### src/rtl/vfs_pkg.sv
package vfs_pkg;
  localparam int unsigned BYTE_W = 8;
  localparam int unsigned PH_W   = $clog2(BYTE_W);
  typedef logic [PH_W-1:0] phase_t;
  // attribute fetch occupies the first half of the character, screen fetch the second
  localparam phase_t PH_ATTR_LAST = phase_t'(BYTE_W/2 - 1);
  localparam phase_t PH_SCR_LAST  = phase_t'(BYTE_W - 1);
endpackage

### src/rtl/vfs_hcounter.sv
module vfs_hcounter #(
  parameter int unsigned H_TOTAL = 448,
  localparam int unsigned HC_W  = $clog2(H_TOTAL)
) (
  input  logic            clk_i,
  input  logic            rst_ni,
  output logic [HC_W-1:0] hcount_o
);
  localparam logic [HC_W-1:0] HC_LAST = HC_W'(H_TOTAL - 1);

  always_ff @(posedge clk_i or negedge rst_ni) begin
    if (!rst_ni)                  hcount_o <= '0;
    else if (hcount_o == HC_LAST) hcount_o <= '0;
    else                          hcount_o <= hcount_o + 1'b1;
  end
endmodule

### src/rtl/vfs_phase_decode.sv
module vfs_phase_decode
  import vfs_pkg::*;
(
  input  phase_t phase_i,
  output logic   fetch_sel_o,
  output logic   attr_stb_no,
  output logic   scr_stb_no
);
  // strobes are low for one phase; their rise is the following clock edge
  always_comb begin
    fetch_sel_o = phase_i[PH_W-1];
    attr_stb_no = (phase_i != PH_ATTR_LAST);
    scr_stb_no  = (phase_i != PH_SCR_LAST);
  end
endmodule

### src/rtl/vfs_addr_ctr.sv
module vfs_addr_ctr #(
  parameter int unsigned CNT_W = 13
) (
  input  logic             clk_i,
  input  logic             rst_ni,
  input  logic             inc_i,
  input  logic             clr_i,
  output logic [CNT_W-1:0] cnt_o
);
  always_ff @(posedge clk_i or negedge rst_ni) begin
    if (!rst_ni)     cnt_o <= '0;
    else if (clr_i)  cnt_o <= '0;   // frame end wins over a same-edge increment
    else if (inc_i)  cnt_o <= cnt_o + 1'b1;
  end
endmodule

### src/rtl/vfs_shifter.sv
module vfs_shifter #(
  parameter int unsigned W = 8
) (
  input  logic         clk_i,
  input  logic         rst_ni,
  input  logic         load_i,
  input  logic [W-1:0] data_i,
  output logic         pix_o
);
  logic [W-1:0] sreg_q;

  always_ff @(posedge clk_i or negedge rst_ni) begin
    if (!rst_ni)     sreg_q <= '0;
    else if (load_i) sreg_q <= data_i;
    else             sreg_q <= {sreg_q[W-2:0], 1'b0};
  end

  assign pix_o = sreg_q[W-1];
endmodule

### src/rtl/vid_fetch_seq.sv
module vid_fetch_seq
  import vfs_pkg::*;
#(
  parameter int unsigned H_TOTAL  = 448,
  parameter int unsigned ADDR_W   = 16,
  parameter int unsigned CNT_W    = 13,
  parameter logic [15:0] SCR_BASE = 16'h4000,
  localparam int unsigned HC_W    = $clog2(H_TOTAL)
) (
  input  logic              clk_i,
  input  logic              rst_ni,
  input  logic              frame_end_i,
  input  logic [BYTE_W-1:0] mem_data_i,
  output logic [ADDR_W-1:0] fetch_addr_o,
  output logic              fetch_sel_o,
  output logic              pix_o,
  output logic [BYTE_W-1:0] attr_o,
  output logic [HC_W-1:0]   hcount_o
);
  logic [CNT_W-1:0] cnt;
  logic             attr_stb_n, scr_stb_n;
  phase_t           phase;

  vfs_hcounter #(.H_TOTAL(H_TOTAL)) u_hcnt (
    .clk_i    (clk_i),
    .rst_ni   (rst_ni),
    .hcount_o (hcount_o)
  );

  assign phase = hcount_o[PH_W-1:0];

  vfs_phase_decode u_dec (
    .phase_i     (phase),
    .fetch_sel_o (fetch_sel_o),
    .attr_stb_no (attr_stb_n),
    .scr_stb_no  (scr_stb_n)
  );

  // a strobe that is low now rises on the next edge: that edge is the capture
  always_ff @(posedge clk_i or negedge rst_ni) begin
    if (!rst_ni)          attr_o <= '0;
    else if (!attr_stb_n) attr_o <= mem_data_i;
  end

  vfs_shifter #(.W(BYTE_W)) u_shift (
    .clk_i  (clk_i),
    .rst_ni (rst_ni),
    .load_i (!scr_stb_n),
    .data_i (mem_data_i),
    .pix_o  (pix_o)
  );

  vfs_addr_ctr #(.CNT_W(CNT_W)) u_actr (
    .clk_i  (clk_i),
    .rst_ni (rst_ni),
    .inc_i  (!scr_stb_n),
    .clr_i  (frame_end_i),
    .cnt_o  (cnt)
  );

  assign fetch_addr_o = ADDR_W'(SCR_BASE) + ADDR_W'(cnt);
endmodule

### config.mk
export PLATFORM = sky130hd
export DESIGN_NAME = vid_fetch_seq
export DESIGN_NICKNAME = d
export VERILOG_FILES = /design/src/rtl/vfs_pkg.sv /design/src/rtl/vfs_hcounter.sv /design/src/rtl/vfs_phase_decode.sv /design/src/rtl/vfs_addr_ctr.sv /design/src/rtl/vfs_shifter.sv /design/src/rtl/vid_fetch_seq.sv
export SDC_FILE = /design/constraint.sdc
export NUM_CORES = 1
export LEC_CHECK = 0
export CAP_MARGIN = 20
export CELL_PAD_IN_SITES_DETAIL_PLACEMENT = 0
export CELL_PAD_IN_SITES_GLOBAL_PLACEMENT = 2
export CORE_MARGIN = 4
export CORE_UTILIZATION = 30
export DETAILED_ROUTE_END_ITERATION = 8
export PLACE_DENSITY_LB_ADDON = 0.1
export SLEW_MARGIN = 20
export SYNTH_ARGS = -nofsm -noshare
export SYNTH_HDL_FRONTEND = slang
export SYNTH_SLANG_ARGS = --single-unit
### constraint.sdc
create_clock -name clk_i -period 2.25 [get_ports clk_i]
set_clock_uncertainty 0.05 [all_clocks]
set_input_delay 0.225 -clock clk_i [delete_from_list [all_inputs] [get_ports clk_i]]
set_output_delay 0.225 -clock clk_i [all_outputs]
set_load 0.05 [all_outputs]
==> results.cfg, run 1 <==
[worst_setup_path]
crit_chain = ha_1 -> ha_1 -> nand3_1 -> nor4_1 -> mux2_2
cp_common_cell = ha_1
cp_slowest_cell = dfrtp_1
slowest_delay_ns = 0.39
crit_arrival_ns = 2.03
cp_max_fo = 6
setup.worst_path.start = u_hcnt.hcount_o[0]$_DFF_PN0_
crit_required_ns = 2.37
reg2reg_from = u_hcnt.hcount_o[0]$_DFF_PN0_
crit_type = reg -> reg
start_kind = register
crit_path_end_kind = register

[global_routing]
grt_overflow = 0
grt_pass1_wl_um = 6480
antenna_found_initial = 0
grt_pass1_vias = 1306
grt_max_degree = 39
grt_usage_pct = 11.5

[yosys]
synth_compound_gate_area_share_pct = 5.64
syn_area_sq_mm = 0.00171
ys_ff_latch = 38
synth-simple-area-share_pct = 15.2
ys_types = 31
async_reset_ff_share_pct = 100
yosysWarnings = 0
synth_cells = 148
synth_ff_type = dfrtp_1
synthMuxAreaShare_pct = 13.0
yosys.area.top_type = dfrtp_1
ys_seq_area_share_pct = 55.6
synth_xor_area_share_pct = 3.07
synth_fa_ha_area_share_pct = 2.93
yosysTopAreaCellShare_pct = 55.6
synth_edf_count = 0
synth_most_common_cell = dfrtp_1
synthTopCellsByArea = dfrtp_1, mux2_2, ha_1
synth_common_cells = dfrtp_1, mux2_2, nor2_1
synth_top_family_by_area = simple AND/OR/NAND/NOR gates
synth_area_per_cell_sq_um = 11.5

[cells_and_area]
drive_gt1_share_pct = 15.5
insertedDiodeCount = 0
final_area_sq_mm = 0.00228
syn2layout_area_growth_pct = 33.2
nNetsFinal = 207
fill_cells = 530
register_area_sq_um = 951
multiInputGateArea_sq_um = 692
final_cells = 265

[clock_tree]
clock_tree.root_cell = clkbuf_8
cts_resized = 0
cts.sinks = 38
cts_tree = done
insertion_delay_ns = 0.28
cts_hold_buffers = 0
clk_path_buf_depth = 2
postCtsSetupBuffers = 0
cts_buffers = 5
htreeDepth = 2
clk_pin_slew_worst_paths_ns = 0.07

[sta]
final-hold-violation-count = 8
fin_ws_ns = 0.340
rsz0062_at_grt = false
finalCritPeriodShare_pct = 84.9
fmax_mhz = 524
tns_ns = 0
period_needed_ns = 1.91
hold_ws_ns = -0.0112
slew_headroom_pct = 42.5
setup_viol = 0
worst_pin_slew_ns = 0.862
drv_slew = 0

[placed_design]
port_buffers = 42
place_inst = 257
preCtsSetupSlack_ns = 0.319
dpl-instance-area_sq_mm = 0.00219
dp_hpwl_um = 2610
gp_congestion = 0.724

[hold_path]
worstHoldPathType = in -> async

[drt]
vias_per_cell = 4.74
finalWirelength_um = 3630
vias = 1256
drtIter0Drc = 57
wl_per_cell_um = 13.7
first_pass_iters = 4
ant_nets = 0
drcViolationCount = 0

[floorplan]
dieArea_sq_mm = 0.00697
ios = 46
die_w_um = 83.5
std_cell_rows = 27
floorplan.initialDensity_pct = 31.0
core_sq_mm = 0.00551
die_h_um = 83.5

[run_status]
violations = hold timing
outcome = complete, but fails checks

[pwr]
powerDensity_mw_per_mm2 = 570
vdd_drop_max_uv = 262
p_total_w = 0.00130
leakagePower_nw = 0.902

[job]
cap_viol_max_count = 0
[power by group]
group	internal (W)	switching [W]
sequential	0.000697	0.00000606
combinational	0.0000412	0.0000735
clock	0.000247	0.000233
[cell type report]
cell class,count,share of cell area (%)
tap,72,3.96
clock inverter,1,0.220
timing repair buffer,44,18.9
inverter,6,0.989
multi-input combinational,97,30.4
sequential,38,41.8
clock buffer,7,3.79
[critical path, delay by kind of cell, from the launching register on]
kind | cells | cell delay (ns)
muxes | 1 | 0.37
DFF | 1 | 0.39
adders and majority gates | 2 | 0.47
and+or+nand+nor | 2 | 0.52
[state kept, by name, summed over array words and instances, names as in the netlist]
register         cells
u_shift.sreg_q       8
attr_o               8
u_actr.cnt_o        13
u_hcnt.hcount_o      9
[worst paths after layout]
kind                                                end  slack (ns)  depth (start not counted)
setup / recovery           u_actr.cnt_o[11]$_DFFE_PN0P_        0.34                          5
hold / removal              u_actr.cnt_o[9]$_DFFE_PN0P_       -0.01                          1
setup reg to reg           u_actr.cnt_o[11]$_DFFE_PN0P_        0.34                          5
hold reg to reg             u_shift.sreg_q[5]$_DFF_PN0_        0.42                          1
max in group asynchronous         attr_o[4]$_DFFE_PN0N_        1.61                          1
min in group clk_i          u_shift.sreg_q[5]$_DFF_PN0_        0.42                          1
[kinds of logic (layout without fill, tap and decap cells)]
group	after synthesis	after routing
and+or+nand+nor	47	47
DFF	38	38
muxes	20	20
AOI/OAI and AO/OA	17	17
buffers and inverters	14	58
xor gates and xnor gates	6	6
adders and majority gates	4	4
other	2	3
[layout by cell type, fill, tap and decap left out]
cell type         n
o21ai_0           7
nand4_1           5
dfrtp_1          38
o31ai_1           1
nand2_1           5
nand4_2           1
buf_2             1
nor2_1           12
mux2i_1           2
or4b_1            1
ha_1              4
nand2b_1          1
nor3_1            2
nor2b_1           3
nor4_1            3
and2_1            1
or3_1             5
clkbuf_8          6
clkinv_2          1
or4_1             1
conb_1            3
nor4_2            1
mux2_2           18
clkdlybuf4s50_1  41
buf_4             2
a21oi_1           6
clkbuf_1          1
xnor2_1           2
xor2_1            4
a211o_1           1
o211ai_1          2
inv_1             6
nand3_1           6
[per-layer routing]
| metal | wire [um] | GRT usage [%] |
|---|---|---|
| met5 | 0 | 0 |
| met4 | 53 | 3.51 |
| met3 | 229 | 4.74 |
| met2 | 1750 | 19.0 |
| met1 | 1600 | 13.9 |
[metrics by stage]
stage               hold WS (ns)  util (%)
floorplan                 -0.121         -
global placement           0.334      39.7
detailed placement         0.351      39.7
CTS                       0.0371      41.4
global route              0.0846      41.4
finish                   -0.0112      41.4
Note: power is estimated with default switching activity, not from simulation.
==> inputs of run 2 (changes only) <==
--- a/config.mk
+++ b/config.mk
@@ -9,7 +9,7 @@
 export CELL_PAD_IN_SITES_DETAIL_PLACEMENT = 0
 export CELL_PAD_IN_SITES_GLOBAL_PLACEMENT = 2
 export CORE_MARGIN = 4
-export CORE_UTILIZATION = 30
+export CORE_UTILIZATION = 27
 export DETAILED_ROUTE_END_ITERATION = 8
 export PLACE_DENSITY_LB_ADDON = 0.1
 export SLEW_MARGIN = 20
==> constraint.sdc (replaced) <==
create_clock -name clk_i -period 1.57 [get_ports clk_i]
set_clock_uncertainty 0.05 [all_clocks]
set_input_delay 0.157 -clock clk_i [delete_from_list [all_inputs] [get_ports clk_i]]
set_output_delay 0.157 -clock clk_i [all_outputs]
set_load 0.05 [all_outputs]
==> results.cfg, run 2 (synthesis gave the netlist of run 1 again) <==
[hold_path]
worstHoldPathType = in -> async

[sta]
setup_viol = 1
final-hold-violation-count = 0
drv_slew = 0
finalCritPeriodShare_pct = 101
fmax_mhz = 632
rsz0062_at_grt = true
fin_ws_ns = -0.0125
period_needed_ns = 1.58

[drt]
vias_per_cell = 4.60
first_pass_iters = 6
drcViolationCount = 0
vias = 1330
finalWirelength_um = 4110
ant_nets = 0
drtIter0Drc = 30
wl_per_cell_um = 14.2

[cells_and_area]
largest_register = u_actr.cnt_o
insertedDiodeCount = 0
nNetsFinal = 228
final_cells = 289
syn2layout_area_growth_pct = 53.1
fin_util_pct = 43.4
drive_gt1_share_pct = 48.1
top_regs = u_actr.cnt_o x13, u_hcnt.hcount_o x9
final_area_sq_mm = 0.00262
fill_cells = 593
final_cell_mix = buf_4, dfrtp_1, mux2_2
largest_register_ff_count = 13
final_common_cell = buf_4

[worst_setup_path]
cp_common_cell = ha_4
crit_arrival_ns = 1.71
reg2reg_from = u_hcnt.hcount_o[0]$_DFF_PN0_
crit_required_ns = 1.69
crit_path_end_kind = register
start_kind = register
slowest_delay_ns = 0.39
crit_chain = ha_4 -> ha_4 -> nand3_4 -> nor4_4 -> mux2_4
cp_max_fo = 4
cp_slowest_cell = dfrtp_2
setup.worst_path.start = u_hcnt.hcount_o[0]$_DFF_PN0_
crit_type = reg -> reg
r2r_slack_ns = -0.01

[pwr]
vdd_drop_max_uv = 377
leakagePower_nw = 1.11
p_total_w = 0.00221
powerDensity_mw_per_mm2 = 843

[floorplan]
dieArea_sq_mm = 0.00767
die_h_um = 87.6
core_sq_mm = 0.00603
std_cell_rows = 28
ios = 46
floorplan.initialDensity_pct = 28.4
die_w_um = 87.6

[global_routing]
grt_pass1_wl_um = 6670
grt_usage_pct = 11.4
grt_overflow = 0
grt_pass1_vias = 1348
antenna_found_initial = 0
grt_max_degree = 39

[clock_tree]
cts_buffers = 5
htreeDepth = 2
clk_path_buf_depth = 2
cts.sinks = 38
clk_pin_slew_worst_paths_ns = 0.08
cts_tree = done
insertion_delay_ns = 0.29
clock_tree.root_cell = clkbuf_8

[placed_design]
gp_congestion = 0.710
place_inst = 279
dpl-instance-area_sq_mm = 0.00239
dp_hpwl_um = 3030
port_buffers = 42

[run_status]
outcome = complete, but fails checks
violations = setup timing

[job]
cap_viol_max_count = 0
-- run 2: path summary, 6_finish.rpt --
kind | endpoint | cells after the start
worst max-delay path | u_actr.cnt_o[11]$_DFFE_PN0P_ | 5
worst min-delay path | u_actr.cnt_o[6]$_DFFE_PN0P_ | 3
worst max register to register | u_actr.cnt_o[11]$_DFFE_PN0P_ | 5
worst min register to register | u_shift.sreg_q[6]$_DFF_PN0_ | 1
max in group asynchronous | u_actr.cnt_o[0]$_DFFE_PN0P_ | 3
min in group clk_i | u_shift.sreg_q[0]$_DFF_PN0_ | 2
-- run 2: layer usage --
layer / GRT usage, % / routed length [um] / vias to the layer above
met5: 0 / 0 / -
met4: 4.18 / 64 / 0
met3: 3.76 / 209 / 6
met2: 19.6 / 2190 / 27
met1: 13.2 / 1650 / 654
li1: - / - / 643
-- run 2: per-stage QoR --
stage	TNS [ns]	setup WS, ns	hold slack [ns]
finish	-0.0125	-0.0125	0.300
global route	-0.236	-0.0652	0.317
CTS	-0.00579	-0.00345	0.316
detailed placement	-0.235	-0.0419	0.0951
global placement	-0.0500	-0.0500	0.0924
floorplan	-2.57	-0.324	-0.189
-- run 2: timing repair --
action | 4_1_cts | 5_1_grt
setup endpoints to repair | 10 | 15
gates resized for setup | 5 | 8
endpoints found under the hold margin | 38 | 0
hold buffers | 1 | 0
pin swaps | 2 | 3
buffers inserted | 0 | 1
-- run 2: cell type report --
| cell class | instances | area [sq um] | area share (%) |
|---|---|---|---|
| inverters | 6 | 22.5 | 0.861 |
| clock buffers | 6 | 82.6 | 3.16 |
| well taps | 75 | 93.8 | 3.59 |
| clock inverters | 2 | 60.1 | 2.30 |
| flip-flops and latches | 38 | 961 | 36.7 |
| repair buffers | 65 | 606 | 23.1 |
| multi-input cells | 97 | 791 | 30.2 |
-- run 2: power breakdown --
part	leakage (nW)	internal [W]	switching (W)	total [W]
combinational	0.570	0.0000629	0.000108	0.000171
sequential	0.472	0.000999	0.00000881	0.00101
clock	0.0714	0.000678	0.000348	0.00103
total	1.11	0.00174	0.000466	0.00221
-- run 2: worst max-delay path, delay by kind of cell, from the launching register on --
family        cells  cell delay (ns)
fa+ha+maj         2             0.30
mux               1             0.33
simple gates      2             0.40
flops             1             0.39
==> inputs of run 3 (changes only) <==
--- a/config.mk
+++ b/config.mk
@@ -9,9 +9,11 @@
 export CELL_PAD_IN_SITES_DETAIL_PLACEMENT = 0
 export CELL_PAD_IN_SITES_GLOBAL_PLACEMENT = 2
 export CORE_MARGIN = 4
-export CORE_UTILIZATION = 27
+export CORE_UTILIZATION = 32
 export DETAILED_ROUTE_END_ITERATION = 8
 export PLACE_DENSITY_LB_ADDON = 0.1
+export RECOVER_POWER = 25
+export SKIP_CTS_REPAIR_TIMING = 1
 export SLEW_MARGIN = 20
 export SYNTH_ARGS = -nofsm -noshare
 export SYNTH_HDL_FRONTEND = slang
==> constraint.sdc (replaced) <==
create_clock -name clk_i -period 1.86 [get_ports clk_i]
set_clock_uncertainty 0.05 [all_clocks]
set_input_delay 0.186 -clock clk_i [delete_from_list [all_inputs] [get_ports clk_i]]
set_output_delay 0.186 -clock clk_i [all_outputs]
set_load 0.05 [all_outputs]
==> results.cfg, run 3 (synthesis gave the netlist of run 1 again) <==
[run_status]
outcome = finished, final reports clean

[cells_and_area]
drive_gt1_share_pct = 23.6
nNetsFinal = 210
final_common_cell = dfrtp_1
final_cell_mix = dfrtp_1, clkdlybuf4s50_1, mux2_2
largest_register_ff_count = 13
insertedDiodeCount = 0
top_regs = u_actr.cnt_o x13, u_hcnt.hcount_o x9
syn2layout_area_growth_pct = 36.9
largest_register = u_actr.cnt_o
final_area_sq_mm = 0.00234
fill_cells = 518

[clock_tree]
clk_path_buf_depth = 2
clock_tree.root_cell = clkbuf_8
htreeDepth = 2
cts_buffers = 5
clk_pin_slew_worst_paths_ns = 0.07
cts.sinks = 38
cts_tree = done
insertion_delay_ns = 0.28

[worst_setup_path]
reg2reg_from = u_hcnt.hcount_o[0]$_DFF_PN0_
slowest_delay_ns = 0.83
start_kind = register
crit_chain = clkdlybuf4s50_1
crit_path_end_kind = output port
cp_slowest_cell = clkdlybuf4s50_1
crit_end = fetch_sel_o
crit_arrival_ns = 1.56
setup.worst_path.start = u_hcnt.hcount_o[2]$_DFF_PN0_
r2r_cells = 5
path_depth = 1
crit_buf_inv = 1
crit_required_ns = 1.62
r2r_slack_ns = 0.18
crit_family = buffers and inverters
r2r_end = u_actr.cnt_o[9]$_DFFE_PN0P_
cp_max_fo = 7
crit_type = reg -> out

[sta]
period_needed_ns = 1.79
tns_ns = 0
drv_slew = 0
rsz0062_at_grt = false
hold_ws_ns = 0.429
slew_headroom_pct = 48.0
worst_pin_slew_ns = 0.780
finalCritPeriodShare_pct = 96.4
fmax_mhz = 557
final-hold-violation-count = 0
setup_viol = 0

[floorplan]
std_cell_rows = 26
floorplan.initialDensity_pct = 33.3
ios = 46
dieArea_sq_mm = 0.00657
die_h_um = 81.1
die_w_um = 81.1
core_sq_mm = 0.00514

[placed_design]
dpl-instance-area_sq_mm = 0.00221
dp_hpwl_um = 2650
gp_congestion = 0.772
port_buffers = 42

[global_routing]
grt_pass1_wl_um = 6290
antenna_found_initial = 0
grt_max_degree = 32
grt_overflow = 0
grt_usage_pct = 12.5
grt_pass1_vias = 1321

[drt]
wl_per_cell_um = 13.5
first_pass_iters = 4
finalWirelength_um = 3570
drtIter0Drc = 40
ant_nets = 0
drcViolationCount = 0
vias = 1228
vias_per_cell = 4.63

[pwr]
vdd_drop_max_uv = 393
powerDensity_mw_per_mm2 = 723
leakagePower_nw = 0.967

[job]
cap_viol_max_count = 0

[hold_path]
worstHoldPathType = reg -> reg
-- run 3: worst min-delay path by stage --
stage	from	endpoint	slack, ns	depth (start not counted)
2_1_floorplan	rst_ni	attr_o[0]$_DFFE_PN0N_	-0.16	0
3_3_place_gp	rst_ni	u_actr.cnt_o[10]$_DFFE_PN0P_	0.22	1
3_5_place_dp	rst_ni	u_actr.cnt_o[9]$_DFFE_PN0P_	0.24	1
4_1_cts	rst_ni	u_actr.cnt_o[9]$_DFFE_PN0P_	-0.08	1
5_1_grt	u_shift.sreg_q[5]$_DFF_PN0_	u_shift.sreg_q[6]$_DFF_PN0_	0.45	1
6_report	u_shift.sreg_q[3]$_DFF_PN0_	u_shift.sreg_q[4]$_DFF_PN0_	0.43	1
-- run 3: final cells by class --
cell class | count | area [sq um] | area share (%)
repair buffers | 47 | 443 | 18.9
clock buffers | 6 | 82.6 | 3.53
clock inverters | 1 | 30.0 | 1.28
flip-flops and latches | 38 | 957 | 40.9
inverters | 6 | 22.5 | 0.963
multi-input cells | 97 | 717 | 30.6
well taps | 70 | 87.6 | 3.74
-- run 3: metal layers --
layer | GRT usage [%] | vias to the layer above | part of all wire, % | routed length [um]
met2 | 20.2 | 29 | 48 | 1720
met4 | 4.56 | 0 | 0.53 | 19
met1 | 15.3 | 593 | 45 | 1600
li1 | - | 604 | - | -
met5 | 0 | - | 0 | 0
met3 | 4.66 | 2 | 6.3 | 225
-- run 3: power breakdown --
part	internal (W)	switching, W
clock network	0.000429	0.000272
logic	0.0000521	0.0000888
registers	0.000844	0.00000787
total	0.00132	0.000368
-- run 3: stage by stage --
step	util (%)	instances	power (W)	setup WS, ns
floorplan	-	149	0.000943	-0.0183
global placement	43.0	257	0.00101	0.213
detailed placement	43.0	257	0.00101	0.188
CTS	45.2	264	0.00172	0.0437
global route	45.5	265	0.00178	0.00122
finish	45.5	265	0.00169	0.0661
